### src/rtl/ptw_pkg.sv
`timescale 1ns/1ps
// Shared types of the page table walker.
// Assumes: the 2-bit codes below are the encodings seen at the ports and in entry words.
package ptw_pkg;

    // Kind of access a request intends to make
    typedef enum logic [1:0] {
        ACC_READ  = 2'b00,
        ACC_WRITE = 2'b01,
        ACC_FETCH = 2'b10,
        ACC_RSVD  = 2'b11
    } acc_e;

    // Rights code stored in a page table entry
    typedef enum logic [1:0] {
        AR_RDONLY = 2'b00,
        AR_RDWR   = 2'b01,
        AR_EXEC   = 2'b10,
        AR_BAD    = 2'b11
    } rights_e;

    // Result code of a walk
    typedef enum logic [1:0] {
        FLT_NONE   = 2'b00,
        FLT_ABSENT = 2'b01,
        FLT_PROT   = 2'b10
    } fault_e;

    // Walker sequencing
    typedef enum logic [1:0] {
        ST_IDLE  = 2'b00,
        ST_ISSUE = 2'b01,
        ST_WAIT  = 2'b10
    } state_e;

endpackage

### src/rtl/ptw_base_reg.sv
`timescale 1ns/1ps
// Table base register with deferred update.
// A write while idle is taken at once. A write while busy is parked, and the
// parked value is applied in the first idle cycle. Later parked writes replace
// earlier ones.
// Assumes: busy stays high for the whole walk that must see a stable base.
module ptw_base_reg #(
    parameter int AW = 8
) (
    input  logic          clk,
    input  logic          rst_n,
    input  logic          busy,
    input  logic          wr_en,
    input  logic [AW-1:0] wr_data,
    output logic [AW-1:0] base_o
);

    logic          pend_q;
    logic [AW-1:0] pend_data_q;

    // Update the base immediately when idle, or park the write while busy
    always_ff @(posedge clk) begin
        if (!rst_n) begin
            base_o      <= '0;
            pend_q      <= 1'b0;
            pend_data_q <= '0;
        end else if (!busy) begin
            if (wr_en) begin
                base_o <= wr_data;
            end else if (pend_q) begin
                base_o <= pend_data_q;
            end
            pend_q <= 1'b0;
        end else if (wr_en) begin
            pend_q      <= 1'b1;
            pend_data_q <= wr_data;
        end
    end

endmodule

### src/rtl/ptw_rights_chk.sv
`timescale 1ns/1ps
// Combinational rights check: is this access kind permitted by this rights code.
// Assumes: the present bit is judged elsewhere; the reserved rights code and
// the reserved access kind are never permitted.
module ptw_rights_chk
    import ptw_pkg::*;
(
    input  acc_e    kind,
    input  rights_e rights,
    output logic    allowed
);

    // Permission table over rights code and access kind
    always_comb begin
        allowed = 1'b0;
        case (rights)
            AR_RDONLY: allowed = (kind == ACC_READ);
            AR_RDWR:   allowed = (kind == ACC_READ) || (kind == ACC_WRITE);
            AR_EXEC:   allowed = (kind == ACC_FETCH);
            default:   allowed = 1'b0;
        endcase
    end

endmodule

### src/rtl/ptw_walker.sv
`timescale 1ns/1ps
// Single-level page table walker.
// It accepts one translation at a time and reads the entry at base + VPN with a
// one-cycle strobe. It then waits for the memory's valid and returns either
// {physical page, offset} or a fault code as a one-cycle pulse.
// Assumes: the memory answers each strobe exactly once, no earlier than the
// cycle after it, and carries the entry in the low PTE_W bits of the word.
module ptw_walker
    import ptw_pkg::*;
#(
    parameter  int VA_W   = 17,
    parameter  int PA_W   = 15,
    parameter  int OFF_W  = 12,
    parameter  int MEM_AW = 8,
    localparam int VPN_W  = VA_W - OFF_W,
    localparam int PPN_W  = PA_W - OFF_W,
    localparam int PTE_W  = PPN_W + 3
) (
    input  logic              clk,
    input  logic              rst_n,
    input  logic              base_wr_en,
    input  logic [MEM_AW-1:0] base_wr_data,
    input  logic              req_valid,
    output logic              req_ready,
    input  logic [VA_W-1:0]   req_vaddr,
    input  logic [1:0]        req_kind,
    output logic              mem_rd_en,
    output logic [MEM_AW-1:0] mem_rd_addr,
    input  logic              mem_rd_valid,
    input  logic [PTE_W-1:0]  mem_rd_data,
    output logic              rsp_valid,
    output logic [PA_W-1:0]   rsp_paddr,
    output logic [1:0]        rsp_fault
);

    localparam int PRESENT_BIT = PTE_W - 1;
    localparam int RIGHTS_LSB  = PPN_W;

    state_e              state_q;
    logic [VPN_W-1:0]    vpn_q;
    logic [OFF_W-1:0]    off_q;
    acc_e                kind_q;
    logic [MEM_AW-1:0]   base;
    logic                busy;
    logic                accept;
    logic                pte_present;
    rights_e             pte_rights;
    logic [PPN_W-1:0]    pte_ppn;
    logic                allowed;

    assign busy      = (state_q != ST_IDLE);
    assign req_ready = !busy;
    assign accept    = req_valid && req_ready;
    assign mem_rd_en = (state_q == ST_ISSUE);

    // Word address of the entry: base plus the zero-extended page number
    assign mem_rd_addr = base + MEM_AW'(vpn_q);

    // Split the returned entry into its fields
    assign pte_present = mem_rd_data[PRESENT_BIT];
    assign pte_rights  = rights_e'(mem_rd_data[RIGHTS_LSB +: 2]);
    assign pte_ppn     = mem_rd_data[PPN_W-1:0];

    ptw_base_reg #(
        .AW (MEM_AW)
    ) u_base (
        .clk     (clk),
        .rst_n   (rst_n),
        .busy    (busy),
        .wr_en   (base_wr_en),
        .wr_data (base_wr_data),
        .base_o  (base)
    );

    ptw_rights_chk u_rights (
        .kind    (kind_q),
        .rights  (pte_rights),
        .allowed (allowed)
    );

    // Sequence: idle -> strobe the read -> wait for the entry -> idle
    always_ff @(posedge clk) begin
        if (!rst_n) begin
            state_q <= ST_IDLE;
        end else begin
            case (state_q)
                ST_IDLE:  if (accept) state_q <= ST_ISSUE;
                ST_ISSUE: state_q <= ST_WAIT;
                ST_WAIT:  if (mem_rd_valid) state_q <= ST_IDLE;
                default:  state_q <= ST_IDLE;
            endcase
        end
    end

    // Hold the request fields for the length of the walk
    always_ff @(posedge clk) begin
        if (!rst_n) begin
            vpn_q  <= '0;
            off_q  <= '0;
            kind_q <= ACC_READ;
        end else if (accept) begin
            vpn_q  <= req_vaddr[VA_W-1:OFF_W];
            off_q  <= req_vaddr[OFF_W-1:0];
            kind_q <= acc_e'(req_kind);
        end
    end

    // Form the result when the entry arrives; pulse valid for one cycle
    always_ff @(posedge clk) begin
        if (!rst_n) begin
            rsp_valid <= 1'b0;
            rsp_paddr <= '0;
            rsp_fault <= FLT_NONE;
        end else begin
            rsp_valid <= 1'b0;
            if (state_q == ST_WAIT && mem_rd_valid) begin
                rsp_valid <= 1'b1;
                if (!pte_present) begin
                    rsp_fault <= FLT_ABSENT;
                    rsp_paddr <= '0;
                end else if (!allowed) begin
                    rsp_fault <= FLT_PROT;
                    rsp_paddr <= '0;
                end else begin
                    rsp_fault <= FLT_NONE;
                    rsp_paddr <= {pte_ppn, off_q};
                end
            end
        end
    end

endmodule

### config.mk
export PLATFORM = sky130hd
export DESIGN_NAME = ptw_walker
export DESIGN_NICKNAME = d
export VERILOG_FILES = /design/src/rtl/ptw_pkg.sv /design/src/rtl/ptw_base_reg.sv /design/src/rtl/ptw_rights_chk.sv /design/src/rtl/ptw_walker.sv
export SDC_FILE = /design/constraint.sdc
export NUM_CORES = 1
export LEC_CHECK = 0
export BUFFER_PORTS_ARGS = -buffer_cell sky130_fd_sc_hd__buf_4
export CORE_MARGIN = 5
export CORE_UTILIZATION = 46
export DETAILED_ROUTE_END_ITERATION = 8
export HOLD_SLACK_MARGIN = 0.1
export PLACE_DENSITY = 0.75
export SETUP_SLACK_MARGIN = 0.1
export SLEW_MARGIN = 25
export SYNTH_ARGS = -nofsm -noshare
export SYNTH_HDL_FRONTEND = slang
export SYNTH_SLANG_ARGS = --single-unit
### constraint.sdc
create_clock -name clk -period 1.9 [get_ports clk]
set_clock_uncertainty 0.15 [all_clocks]
set_input_delay 0.38 -clock clk [delete_from_list [all_inputs] [get_ports clk]]
set_output_delay 0.38 -clock clk [all_outputs]
set_load 0.02 [all_outputs]
# After elaboration in Yosys (flattened, before gate mapping)
# Index checks and enable logic that the tools add are counted.
# classes
n_addsub	1
eq_ne	8
n_mux	11
n_bitwise	1
n_reduce_logical	13
# op_table
op	count
two-way mux 15 bit	2
two-way mux 8 bit	2
adder 8 x 5 -> 8 bit	1
two-way mux 2 bit	4
AND reduction 2 bit	4
== test 2 x 1 -> 1 bit (second input constant)	3
== test 2 bit (second input constant)	3
zero test 2 bit	3
case mux 2 bit (3 select lines)	1
!= test 2 bit (second input constant)	2
nonzero test 2 bit	2
case mux 1 bit (3 select lines)	1
logical AND 1 bit	2
zero test 1 bit	1
logical OR 1 bit	1
two-way mux 1 bit	1
NOT 1 bit	1
# word_totals
reg_bits	56
wordCells	44

# Depth between registers and ports, before layout
# logic_depth
depth_word	5
ltp_mapped	7
mapped_depth_nobuf	7

# Cells and area by module
# A second synthesis with hierarchy kept.
# hier_totals
hier_cells	251
hier_area_um2	2386.0
# modules_own_cells
module	instances	cells_per_inst	area_per_inst_um2	seq_area_each_um2
ptw_walker	1	172	1596.5	780.7
ptw_base_reg	1	76	752.0	340.3
ptw_rights_chk	1	3	37.5	0.0

# Least setup slack after synthesis
# Ideal clock, no wire load.
# synth_path
path_type	flip-flop to output port
start	reg vpn_q[0]
end	out mem_rd_addr[6]
t_arrival_ns	1.570
required_time_ns	1.370
setup_slack_ns	-0.200
path_stages_with_launch	8
path_cell_list	dfxtp_1 ha_1 inv_1 fa_1 inv_1 a21o_1 o2bb2ai_1 xor2_1
# synth_via
elab_chain_len	1
# synth_lines
item	line	rtl
start, declared	ptw_walker.sv:40	logic [VPN_W-1:0] vpn_q;
start signal, assigned	ptw_walker.sv:102	vpn_q <= req_vaddr[VA_W-1:OFF_W];
adder 8 x 5 -> 8 bit	ptw_walker.sv:57	assign mem_rd_addr = base + MEM_AW'(vpn_q);
end, declared	ptw_walker.sv:28	output logic [MEM_AW-1:0] mem_rd_addr,
# No other way between the ends.

# Worst setup path after layout
# layout_path
start	reg vpn_q[4]
end	out mem_rd_addr[5]
# The elaborated chain is that of the path after synthesis.

==> flow_metrics.tcl <==
set metrics [dict create \
    register_to_register_setup_slack_ns 0.31 \
    final_layout_size_suffix_gt1_share_pct 34.0 \
    filler_cells 433 \
    path_clk_slew_ns 0.10 \
    finalSetupViolCount 7 \
    top_level_ports 66 \
    syn_area_per_cell_um2 10.0 \
    gpl.final_weighted_congestion 0.795 \
    numCtsBuffers 5 \
    p_total_uw 2510 \
    row_count 26 \
    crit_path_start "vpn_q[4]$_SDFFE_PN0P_" \
    status "finished, violations left" \
    layout_commonest_cell "buf_4" \
    multi_input_area_mm2 0.00121 \
    grt_antenna_before_repair 0 \
    syn2layout_area_growth_pct 33.4 \
    drt_iter0_drc 80 \
    cts_tree "done" \
    post-route-cell-area_mm2 0.00313 \
    die_area_mm2 0.00663 \
    rr_startpoint "state_q[1]$_SDFFE_PN0P_" \
    drv_cap 0 \
    timing.critical_path.required_ns 1.37 \
    antenna_violating_nets_post_route 0 \
    synth_nets 278 \
    port-buffer-count 65 \
    timing.setup.critical_path_class "reg2out" \
    grt_first_pass_wirelength_mm 8.31 \
    register_area_mm2 0.00112 \
    power.clock.fraction_pct 31.5 \
    grt_start_max_net_pins 25 \
    critPathMaxFanout 6 \
    wl_per_cell_um 13.3 \
    pwrdens_mw_per_mm2 803 \
    all_layer_global_routing_usage_pct 16.2 \
    fmaxAchievable_mhz 431 \
    worstSkewPairLatency_ns 0.30 \
    synth-main-ff-cell "dfxtp_1" \
    switch_share_pct 26.1 \
    p_switching_uw 655 \
    post-route-period-util_pct 122 \
    placed_cell_area_mm2 0.00299 \
    wl_final_mm 4.95 \
    vias_after_detailed_routing 1827 \
    share_of_synthesized_flip_flops_with_an_asynchronous_set_or_reset_pct 0 \
    die_height_um 81.4 \
    timing.critical_path.from_type "register" \
    root_buf_cell "clkbuf_8" \
    combinationalPowerShare_pct 17.7 \
    relSlewSlack_pct 63.4 \
    sink_count 56 \
    number_of_synthesized_register_bits 56 \
    worst-slew-pin-transition_ns 0.550 \
    holdCritPathClass "in2reg" \
    final_net_count 346 \
    antennaDiodeCount 0 \
    violations "setup timing" \
    finalWorstPathRequiredPeriod_ns 2.32 \
    buffer_levels_on_the_longest_clock_path 2 \
    post-dp-hpwl_mm 3.61 \
    first_global_vias 1773 \
    commonest_non_fill_non_tap_cells_in_the_layout "70 x buf_4, 54 x dfxtp_1, 48 x nand2_1" \
    synth_area_mm2 0.00235 \
    leakagePower_uw 0.00149 \
    fin_util_pct 62.1 \
    postCtsHoldBufs 0 \
    hold_violations 0 \
    synth_seq_area_share_pct 47.8 \
    fp.dieW_um 81.4 \
    grt_setup_unrepaired "yes" \
    crit_path_end_kind "output pin" \
    r2r.worst_path.cells 4 \
    post_route_drc 0 \
    power.share.sequential_pct 50.8 \
    drtPass1Iterations 6 \
    worst_setup_slack_final_ns -0.422 \
    worst_ep_arrival_time_ns 1.79 \
    start_util_pct 46.5 \
    overflow 0 \
    syn-instance-count 234 \
    drt-vias-per-instance 4.90 \
    vdd.ir_drop.worst_v 0.000510 \
    cell_internal_pwr_uw 1860 \
    report.final.slew_viol_count 0 \
    yosysWarnings 0 \
    post_synth_num_cell_types 38 \
    critical_path.reg2reg.endpoint "u_base.base_o[3]$_SDFFE_PN0P_" \
    crit_path_end "mem_rd_addr[5]" \
    design.core.area_mm2 0.00504 \
    place_ws_ns -0.115 \
    synth_enable_flop_cells 0 \
    finalSetupTns_ns -2.38 \
    htree_num_levels 2 \
]
==> worst max-delay path, cell delays in order (launching register included) <==
cell and delay, ns:
dfxtp_1 0.40, ha_4 0.24, a21oi_1 0.31, and3_4 0.29
xnor2_2 0.10, buf_4 0.15
==> synthesized netlist by cell type, types with 2 or more instances <==
library cell / n / area [um^2]
buf_6: 3 / 33.8
o21a_1: 2 / 15.0
nor3_1: 2 / 10.0
clkbuf_1: 4 / 15.0
nor2b_1: 10 / 62.6
a21o_1: 2 / 15.0
nand4_1: 2 / 12.5
o211a_1: 9 / 90.1
buf_2: 3 / 15.0
ha_1: 5 / 62.6
and2_1: 2 / 12.5
a21oi_1: 3 / 15.0
buf_4: 2 / 15.0
dfxtp_1: 56 / 1120
and3_1: 3 / 18.8
xnor2_1: 4 / 35.0
nor2_4: 2 / 22.5
inv_1: 6 / 22.5
a22o_1: 15 / 131
nand2_1: 48 / 180
nor3b_1: 2 / 15.0
mux2i_1: 16 / 160
a21boi_0: 18 / 135
==> routing by layer <==
layer,wire (um),vias up,part of all wire [%],GRT usage [%]
met5,0,-,0,0
met4,40,0,0.81,4.05
met3,235,5,4.7,4.61
met2,2370,34,48,25.7
met1,2310,838,47,21.7
li1,-,950,-,-
==> power groups by stage <==
stage          registers (uW)  logic (uW)  clock network [uW]
2_1_floorplan            1300         266                   0
3_3_place_gp             1300         431                   0
3_5_place_dp             1300         436                   0
4_1_cts                  1280         450                 820
5_1_grt                  1280         488                 861
6_report                 1280         445                 792
==> cells by family (layout without fill, tap and decap cells) <==
| kind of cell | count (synthesis) | after routing | share of synthesized area [%] |
|---|---|---|---|
| simple gates | 77 | 77 | 16.2 |
| compound gates | 56 | 56 | 19.5 |
| flops | 56 | 56 | 47.8 |
| buf+inv | 18 | 87 | 4.32 |
| mux | 16 | 16 | 6.83 |
| fa+ha+maj | 6 | 6 | 3.52 |
| xor+xnor | 5 | 5 | 1.87 |
==> timing repair <==
item | in CTS | in global routing
setup endpoints to repair | 7 | 7
pin swaps | 5 | 2
resized for setup | 6 | 0
setup buffers | 0 | 0
gates cloned | 0 | 0
==> sequential cells by signal, indices dropped and copies added, names as in the netlist <==
signal	flops
rsp_paddr	15
off_q	12
u_base.base_o	8
u_base.pend_data_q	8
vpn_q	5
kind_q	2
rsp_fault	2
state_q	2
rsp_valid	1
u_base.pend_q	1
==> area by class of cell <==
| class | count | area share, % |
|---|---|---|
| multi-input cells | 160 | 38.7 |
| repair buffers | 73 | 18.2 |
| inverters | 6 | 0.720 |
| clock inverters | 3 | 1.48 |
| flip-flops and latches | 56 | 35.9 |
| well taps | 70 | 2.80 |
| clock buffers | 5 | 2.20 |
==> stage by stage <==
stage / hold WS (ns) / instances
after floorplan: 0.289 / 234
after global placement: 0.297 / 365
after detailed placement: 0.301 / 365
after CTS: 0.110 / 373
after global routing: 0.109 / 373
final: 0.121 / 373
==> worst min path at each step <==
| stage | startpoint | to | slack (ns) | cells after the start |
|---|---|---|---|---|
| global route | mem_rd_data[1] | rsp_paddr[13]$_SDFFE_PN0P_ | 0.11 | 2 |
| finish | mem_rd_data[0] | rsp_paddr[12]$_SDFFE_PN0P_ | 0.12 | 2 |
| floorplan | vpn_q[3]$_SDFFE_PN0P_ | vpn_q[3]$_SDFFE_PN0P_ | 0.29 | 2 |
| global placement | vpn_q[3]$_SDFFE_PN0P_ | vpn_q[3]$_SDFFE_PN0P_ | 0.30 | 2 |
| detailed placement | off_q[2]$_SDFFE_PN0P_ | rsp_paddr[2]$_SDFFE_PN0P_ | 0.30 | 1 |
| CTS | mem_rd_data[1] | rsp_paddr[13]$_SDFFE_PN0P_ | 0.11 | 2 |
Power figures use the tool's default switching activity.
